`src/rtl/iexec_pkg.sv`:
```
`timescale 1ns/1ps
package iexec_pkg;
  localparam int INSTR_W = 32;
  localparam int FIELD_W = 5;
  localparam int IMM_W   = 16;

  localparam logic [5:0] OP_RTYPE = 6'b000000;
  localparam logic [5:0] OP_ADDI  = 6'b001000;
  localparam logic [5:0] OP_SLTI  = 6'b001010;
  localparam logic [5:0] OP_LUI   = 6'b001111;

  localparam logic [5:0] FN_ADD = 6'b100000;
  localparam logic [5:0] FN_SUB = 6'b100010;
  localparam logic [5:0] FN_SLT = 6'b101010;

  typedef enum logic [1:0] {
    ALU_ADD = 2'd0,
    ALU_SUB = 2'd1,
    ALU_SLT = 2'd2,
    ALU_LUI = 2'd3
  } aluOp_e;

  typedef struct packed {
    logic               wrEn;
    logic [FIELD_W-1:0] wrAddr;
    logic [FIELD_W-1:0] srcAAddr;
    logic [FIELD_W-1:0] srcBAddr;
    logic               useImm;
    aluOp_e             aluOp;
    logic [IMM_W-1:0]   imm;
  } ctrlStrobes_t;
endpackage

```
`src/rtl/iexec_ctrl.sv`:
```
`timescale 1ns/1ps
module iexec_ctrl
  import iexec_pkg::*;
(
  input  logic               clk,
  input  logic               rst,
  input  logic               instrValid,
  input  logic [INSTR_W-1:0] instrWord,
  output ctrlStrobes_t       strobes
);
  logic [5:0]         opField;
  logic [FIELD_W-1:0] rsField;
  logic [FIELD_W-1:0] rtField;
  logic [FIELD_W-1:0] rdField;
  logic [4:0]         shField;
  logic [5:0]         fnField;
  logic               known;

  assign opField = instrWord[31:26];
  assign rsField = instrWord[25:21];
  assign rtField = instrWord[20:16];
  assign rdField = instrWord[15:11];
  assign shField = instrWord[10:6];
  assign fnField = instrWord[5:0];

  always_comb begin
    known            = 1'b0;
    strobes.wrAddr   = rtField;
    strobes.srcAAddr = rsField;
    strobes.srcBAddr = rtField;
    strobes.useImm   = 1'b1;
    strobes.aluOp    = ALU_ADD;
    strobes.imm      = instrWord[IMM_W-1:0];
    unique case (opField)
      OP_RTYPE: begin
        strobes.wrAddr = rdField;
        strobes.useImm = 1'b0;
        if (shField == 5'd0) begin
          unique case (fnField)
            FN_ADD:  begin known = 1'b1; strobes.aluOp = ALU_ADD; end
            FN_SUB:  begin known = 1'b1; strobes.aluOp = ALU_SUB; end
            FN_SLT:  begin known = 1'b1; strobes.aluOp = ALU_SLT; end
            default: known = 1'b0;
          endcase
        end
      end
      OP_ADDI: begin known = 1'b1; strobes.aluOp = ALU_ADD; end
      OP_SLTI: begin known = 1'b1; strobes.aluOp = ALU_SLT; end
      OP_LUI:  begin known = 1'b1; strobes.aluOp = ALU_LUI; end
      default: known = 1'b0;
    endcase
    strobes.wrEn = instrValid & known;
  end

  // words outside the subset never raise the write strobe
  a_r9_unknown_no_write: assert property (@(posedge clk) disable iff (rst)
    (opField != OP_RTYPE && opField != OP_ADDI && opField != OP_SLTI && opField != OP_LUI)
      |-> !strobes.wrEn);

  // register-format word with nonzero shamt is rejected
  a_r10_shamt_reject: assert property (@(posedge clk) disable iff (rst)
    (opField == OP_RTYPE && shField != 5'd0) |-> !strobes.wrEn);

  // immediate-format results always land in the rt field
  a_r5_imm_dest: assert property (@(posedge clk) disable iff (rst)
    (strobes.wrEn && opField != OP_RTYPE) |-> (strobes.wrAddr == instrWord[20:16]));

  // valid low means no write
  a_r9_valid_gate: assert property (@(posedge clk) disable iff (rst)
    !instrValid |-> !strobes.wrEn);
endmodule

```
`src/rtl/iexec_dpath.sv`:
```
`timescale 1ns/1ps
module iexec_dpath
  import iexec_pkg::*;
#(
  parameter int DATA_W  = 32,
  parameter int REG_CNT = 32
) (
  input  logic               clk,
  input  logic               rst,
  input  ctrlStrobes_t       strobes,
  input  logic [FIELD_W-1:0] dbgAddr,
  output logic [DATA_W-1:0]  dbgData
);
  localparam int LUI_PAD = DATA_W - IMM_W;

  logic [DATA_W-1:0] regFile [REG_CNT];
  logic [DATA_W-1:0] srcA;
  logic [DATA_W-1:0] srcB;
  logic [DATA_W-1:0] immExt;
  logic [DATA_W-1:0] wrData;

  function automatic logic [DATA_W-1:0] readReg(input logic [FIELD_W-1:0] addr,
                                                input logic [DATA_W-1:0] arr [REG_CNT]);
    if (addr == '0 || int'(addr) >= REG_CNT) return '0;
    return arr[addr];
  endfunction

  assign srcA    = readReg(strobes.srcAAddr, regFile);
  assign immExt  = {{LUI_PAD{strobes.imm[IMM_W-1]}}, strobes.imm};
  assign srcB    = strobes.useImm ? immExt : readReg(strobes.srcBAddr, regFile);
  assign dbgData = readReg(dbgAddr, regFile);

  always_comb begin
    unique case (strobes.aluOp)
      ALU_ADD: wrData = srcA + srcB;
      ALU_SUB: wrData = srcA - srcB;
      ALU_SLT: wrData = {{(DATA_W-1){1'b0}}, ($signed(srcA) < $signed(srcB))};
      ALU_LUI: wrData = {strobes.imm, {LUI_PAD{1'b0}}};
      default: wrData = '0;
    endcase
  end

  always_ff @(posedge clk) begin
    if (rst) begin
      for (int i = 0; i < REG_CNT; i++) regFile[i] <= '0;
    end else begin
      for (int i = 1; i < REG_CNT; i++) begin
        if (strobes.wrEn && int'(strobes.wrAddr) == i) regFile[i] <= wrData;
      end
    end
  end

  // after a reset cycle every read is zero
  a_r1_reset_clear: assert property (@(posedge clk) rst |=> (dbgData == '0));

  // register 0 reads as zero
  a_r8_zero_reg: assert property (@(posedge clk) disable iff (rst)
    (dbgAddr == '0) |-> (dbgData == '0));

  // compare results are 0 or 1
  a_r4_slt_bool: assert property (@(posedge clk) disable iff (rst)
    (strobes.wrEn && strobes.aluOp == ALU_SLT) |-> (wrData[DATA_W-1:1] == '0));

  // upper-immediate clears the low half
  a_r7_lui_low_zero: assert property (@(posedge clk) disable iff (rst)
    (strobes.wrEn && strobes.aluOp == ALU_LUI) |-> (wrData[IMM_W-1:0] == '0));

  // with no write strobe, the register under the test port keeps its value
  a_r9_hold_state: assert property (@(posedge clk) disable iff (rst)
    !strobes.wrEn |=> (readReg($past(dbgAddr), regFile) == $past(dbgData)));
endmodule

```
`src/rtl/iexec_top.sv`:
```
`timescale 1ns/1ps
module iexec_top
  import iexec_pkg::*;
#(
  parameter int DATA_W  = 32,
  parameter int REG_CNT = 32
) (
  input  logic               clk,
  input  logic               rst,
  input  logic               instrValid,
  input  logic [INSTR_W-1:0] instrWord,
  input  logic [FIELD_W-1:0] dbgAddr,
  output logic [DATA_W-1:0]  dbgData
);
  ctrlStrobes_t strobes;

  iexec_ctrl u_ctrl (
    .clk        (clk),
    .rst        (rst),
    .instrValid (instrValid),
    .instrWord  (instrWord),
    .strobes    (strobes)
  );

  iexec_dpath #(.DATA_W(DATA_W), .REG_CNT(REG_CNT)) u_dpath (
    .clk     (clk),
    .rst     (rst),
    .strobes (strobes),
    .dbgAddr (dbgAddr),
    .dbgData (dbgData)
  );
endmodule

```
`config.mk`:
```
export PLATFORM = sky130hd
export DESIGN_NAME = iexec_top
export DESIGN_NICKNAME = d
export VERILOG_FILES = /design/src/rtl/iexec_pkg.sv /design/src/rtl/iexec_ctrl.sv /design/src/rtl/iexec_dpath.sv /design/src/rtl/iexec_top.sv
export SDC_FILE = /design/constraint.sdc
export NUM_CORES = 2
export LEC_CHECK = 0
export BUFFER_PORTS_ARGS = -buffer_cell sky130_fd_sc_hd__buf_2
export CORE_ASPECT_RATIO = 1.75
export CORE_MARGIN = 5
export CORE_UTILIZATION = 37
export CTS_BUF_LIST = sky130_fd_sc_hd__clkbuf_8
export DETAILED_ROUTE_END_ITERATION = 10
export PLACE_DENSITY_LB_ADDON = 0.08
export SLEW_MARGIN = 20
export SYNTH_ARGS = -nofsm -noshare
export SYNTH_HDL_FRONTEND = slang
export SYNTH_SLANG_ARGS = --single-unit
```
`constraint.sdc`:
```
create_clock -name clk -period 16.9 [get_ports clk]
set_clock_uncertainty 0.1 [all_clocks]
set_input_delay 5.07 -clock clk [delete_from_list [all_inputs] [get_ports clk]]
set_output_delay 5.07 -clock clk [all_outputs]
set_load 0.01 [all_outputs]
```
==> impl.org <==
** Pwr
- The design draws 5130 uW.
- Net switching share of the total power :: 29.0%
- Static Leak :: 0.0225 uW
- Across the VDD grid, the largest voltage drop is 0.0521 mV.
- The share of total power dissipated in the clock network is 44.3%.
- Share of total power in sequential cells :: 45.7%
- Proportion of power drawn by combinational gates :: 10.0%
- Net switching power of the design :: 1490 uW
- Power density over the cells :: 74.9 mW/mm^2
- Cell internal power was estimated by the tool at 3640 uW.

** Worst setup path
- The worst setup path is captured at an output port.
- Worst setup startpoint :: dbgAddr[0]
- Register-to-Register Path Depth :: 15
- The signal on the critical path passes through buf_8 > buf_4 > mux4_2 > mux4_2 > mux2_2 > buf_2.
- End of the worst register-to-register path :: u_dpath.regFile[857]
- End of the critical path :: dbgData[29]
- Setup slack on the worst reg-to-reg path comes out at 10.89 ns.
- CP delay by family, top :: buffers and inverters
- The critical path is of the in2out type.
- The worst setup path is launched from an input pin.
- Data on the critical path arrives at its endpoint at 8.24 ns.
- Counting buffers and inverters, the worst setup path is 6 cells deep.
- On the critical path, the stage with the largest delay is an instance of sky130_fd_sc_hd__buf_4.
- The critical path contains buffers and inverters numbering 3 combined.
- Among the stages of the critical path, the cell type that occurs most often is sky130_fd_sc_hd__mux4_2.
- The worst register-to-register path begins at u_dpath.regFile[10].
- For this run, the slowest stage of the critical path takes 0.85 ns.
- For the worst setup path, the data required time is 11.73 ns.
- Of all nets on the critical path, the largest fanout is 57.

** Logic synthesis
- In the post-synthesis netlist, the cell with the most instances is sky130_fd_sc_hd__dfxtp_1.
- Yosys cell types :: 97
- Synthesized cell area :: 0.0629 sq mm
- Share of async-settable or async-resettable flops after synthesis :: 0%
- Of the synthesized area, sequential elements account for 31.6%.
- Top cell type's share of synthesized area :: 31.6%
- Syn. warnings :: 0
- By count the netlist is led by 992 x sky130_fd_sc_hd__dfxtp_1, 878 x sky130_fd_sc_hd__nand2_1, 822 x sky130_fd_sc_hd__mux4_2, 720 x sky130_fd_sc_hd__nor2_1, 501 x sky130_fd_sc_hd__a211oi_1.
- EDFF count, synth :: 0
- The largest total area in the synthesized netlist belongs to sky130_fd_sc_hd__dfxtp_1.
- After technology mapping, the gate count stands at 6220.
- Among all flip-flop cells after synthesis, the most frequent one is sky130_fd_sc_hd__dfxtp_1.
- After synthesis the netlist holds a flip-flop and latch count of 992.
- The number of nets in the synthesized netlist is 6325.
- The average instance in the mapped netlist occupies 10.1 sq um.
- Cell types with the largest area share after synthesis :: sky130_fd_sc_hd__dfxtp_1 32%, sky130_fd_sc_hd__mux4_2 29%, sky130_fd_sc_hd__a211oi_1 6.0%

** CTS
- Number of buffers added by the clock tree synthesis step :: 172
- Count of hold-fix buffers inserted at cts :: 0
- Post-CTS repair changed the size of 0 cells.
- Later-pin clock latency in the skew report :: 0.97 ns
- Buffer cell driving the clock tree root :: sky130_fd_sc_hd__clkbuf_8
- Max H-tree Level :: 4
- TritonCTS built the clock tree.
- After clock tree synthesis, the setup repair step added 0 buffers.
- Number of sinks handled by clock tree synthesis :: 992
- After clock tree synthesis, the clock-pin slew on the worst setup and hold paths is 0.06 ns.
- The clock passes through at most 4 buffers.

** Min path
- In this run the worst hold path is classified as reg2reg.

** Floorplanning
- Measured along the y axis, the die boundary spans 555 um.
- Initial Utilization :: 37.1%
- Die span in x :: 322 um
- In this run the count of I/O pins placed on the die edge is 72.
- The total area inside the core boundary comes to 0.169 sq mm.
- Row cnt :: 200
- The die covers 0.179 sq mm.

** Placement
- Half-perimeter wire length after placement :: 195000 um
- In this run the tool buffered the top-level ports with 71 buffer cells.
- In this run, placement finished with an instance count of 8042.
- At the end of routability-driven placement, the weighted congestion stood at 0.932.

** Global route
- Number of global-route vias before repair :: 54000
- Entering global routing, the biggest net connects 172 pins.
- Global routing used 33.3% of the available tracks.
- Global-route wire length before repair :: 426000 um
- Global routing finished with a remaining overflow of 0.
- Antenna violations before repair :: 23

** Status
- Outcome :: finished clean

** Flow run
- The tool flagged a number of max-cap violations equal to 0.

** Timing
- The smallest clock period supported by the final layout is computed as 13.41 ns.
- Slew Viols, Final :: 0
- The tightest hold path in the finished design has a slack of 0.378 ns.
- Slew of the pin with the lowest slew margin :: 1.26 ns
- Setup repair after global routing left no endpoint under its margin.
- Headroom to the max-slew limit came out at 15.9%.
- The total count of hold-check failures in the final report came to 0.
- Highest clock frequency the design can meet :: 74.6 MHz
- Tcrit/Tclk final :: 79.3%
- Summed over all failing endpoints, the final setup total negative slack is 0 ns.
- Setup violations remaining at the end of the flow were counted as 0.

** Drt
- For this block, the initial DRC count from the detailed router was 5808.
- Via-to-Cell Ratio :: 6.62
- DRT antenna net count :: 0
- Across all layers, the routed design uses 55300 vias.
- DRC violation count after routing :: 0
- The final layout contains routed wiring with a total length of 307000 um.
- The first detailed-routing pass took 5 iterations.
- Routed length per instance :: 36.7 um

** Final layout
- Compared with the post-synthesis result, the final layout area differs by 8.84%.
- Multi-input gate area in the final layout :: 0.0403 sq mm
- At the end of the flow the core is filled with cells to 40.4%.
- Max reg flops :: 992
- The finished layout holds 8354 standard cells, fillers aside.
- For this run, the post-layout net count is 6100.
- Counting flops per register, the top entry is u_dpath.regFile.
- Counting the fill cells in the layout gives 16500.
- In the final layout, the registers with the most flip-flops are u_dpath.regFile: 992 flops.
- Storage cell area :: 0.0199 sq mm
- Share of cells above drive strength 1 :: 26.5%
## tightest hold or removal path, cell delays in order (launching register included)
cell and delay (ns):
sky130_fd_sc_hd__dfxtp_1 0.33, sky130_fd_sc_hd__nand2_1 0.06, sky130_fd_sc_hd__a21oi_1 0.05
## through the flow
step | cell area, sq um | worst slack, ns
after floorplan | 62900 | 4.27
after global placement | 65000 | 3.48
after detailed placement | 65000 | 3.42
after CTS | 68400 | 3.43
after global routing | 68400 | 3.30
final | 68400 | 3.49
## cell type report
| type | count | share of cell area, % |
|---|---|---|
| tap | 2222 | 4.06 |
| inverter | 59 | 0.324 |
| multi-input combinational | 4516 | 58.9 |
| timing repair buffer | 254 | 2.78 |
| sequential | 992 | 29.0 |
| clock inverter | 80 | 0.574 |
| antenna | 16 | 0.0585 |
| clock buffer | 215 | 4.32 |
## logic make-up after synthesis
family / count (synthesis) / share of synthesized area, %
xor+xnor: 8 / 0.111
buf+inv: 712 / 4.87
mux: 1065 / 33.6
fa+ha+maj: 65 / 1.32
compound gates: 1445 / 15.2
simple gates: 1933 / 13.3
flops: 992 / 31.6
## power by group through the flow
stage / clock network [uW] / registers [uW] / logic (uW)
after floorplan: 0 / 2390 / 325
after global placement: 0 / 2390 / 507
after detailed placement: 0 / 2390 / 509
after CTS: 2310 / 2340 / 509
after global routing: 2390 / 2340 / 530
final: 2270 / 2340 / 514
## cells in the final DEF, fill, tap and decap left out, types with 22 or more instances in the layout
cell type                  netlist  layout
sky130_fd_sc_hd__buf_2         210      57
sky130_fd_sc_hd__mux2i_1        81      81
sky130_fd_sc_hd__o221ai_1       22      22
sky130_fd_sc_hd__or3_1          33      30
sky130_fd_sc_hd__nand3_1        29      29
sky130_fd_sc_hd__clkinv_2        0      25
sky130_fd_sc_hd__nor2_1        720     715
sky130_fd_sc_hd__nor3_1         59      58
sky130_fd_sc_hd__nand3b_1       63      63
sky130_fd_sc_hd__nand2_1       878     877
sky130_fd_sc_hd__inv_1          58     105
sky130_fd_sc_hd__mux2_2        161     161
sky130_fd_sc_hd__clkbuf_8        0     216
sky130_fd_sc_hd__dfxtp_1       992     992
sky130_fd_sc_hd__a21oi_1       452     443
sky130_fd_sc_hd__a211oi_1      501     501
sky130_fd_sc_hd__a22o_1         83      83
sky130_fd_sc_hd__buf_4          19     181
sky130_fd_sc_hd__ha_1           63      63
sky130_fd_sc_hd__o21ai_0       197     197
sky130_fd_sc_hd__mux4_2        822     822
sky130_fd_sc_hd__nor3_4         15      26
## how the worst min path moves through the flow
| stage | start | to | slack (ns) | cells past startpoint |
|---|---|---|---|---|
| after floorplan | u_dpath.regFile[910] | u_dpath.regFile[910] | 0.35 | 2 |
| after global placement | u_dpath.regFile[136] | u_dpath.regFile[136] | 0.36 | 2 |
| after detailed placement | u_dpath.regFile[136] | u_dpath.regFile[136] | 0.37 | 2 |
| after CTS | u_dpath.regFile[136] | u_dpath.regFile[136] | 0.38 | 2 |
| after global routing | u_dpath.regFile[676] | u_dpath.regFile[676] | 0.40 | 2 |
| final | u_dpath.regFile[7] | u_dpath.regFile[7] | 0.38 | 2 |
## layer usage
metal / up-vias / part of all wire (%) / track usage (%)
met5: - / 0.026 / 0
met4: 12 / 8.9 / 23.9
met3: 978 / 7.6 / 6.10
met2: 2946 / 47 / 54.4
met1: 28200 / 36 / 39.4
li1: 23100 / - / -
No activity file was read; power rests on OpenSTA's default activity.
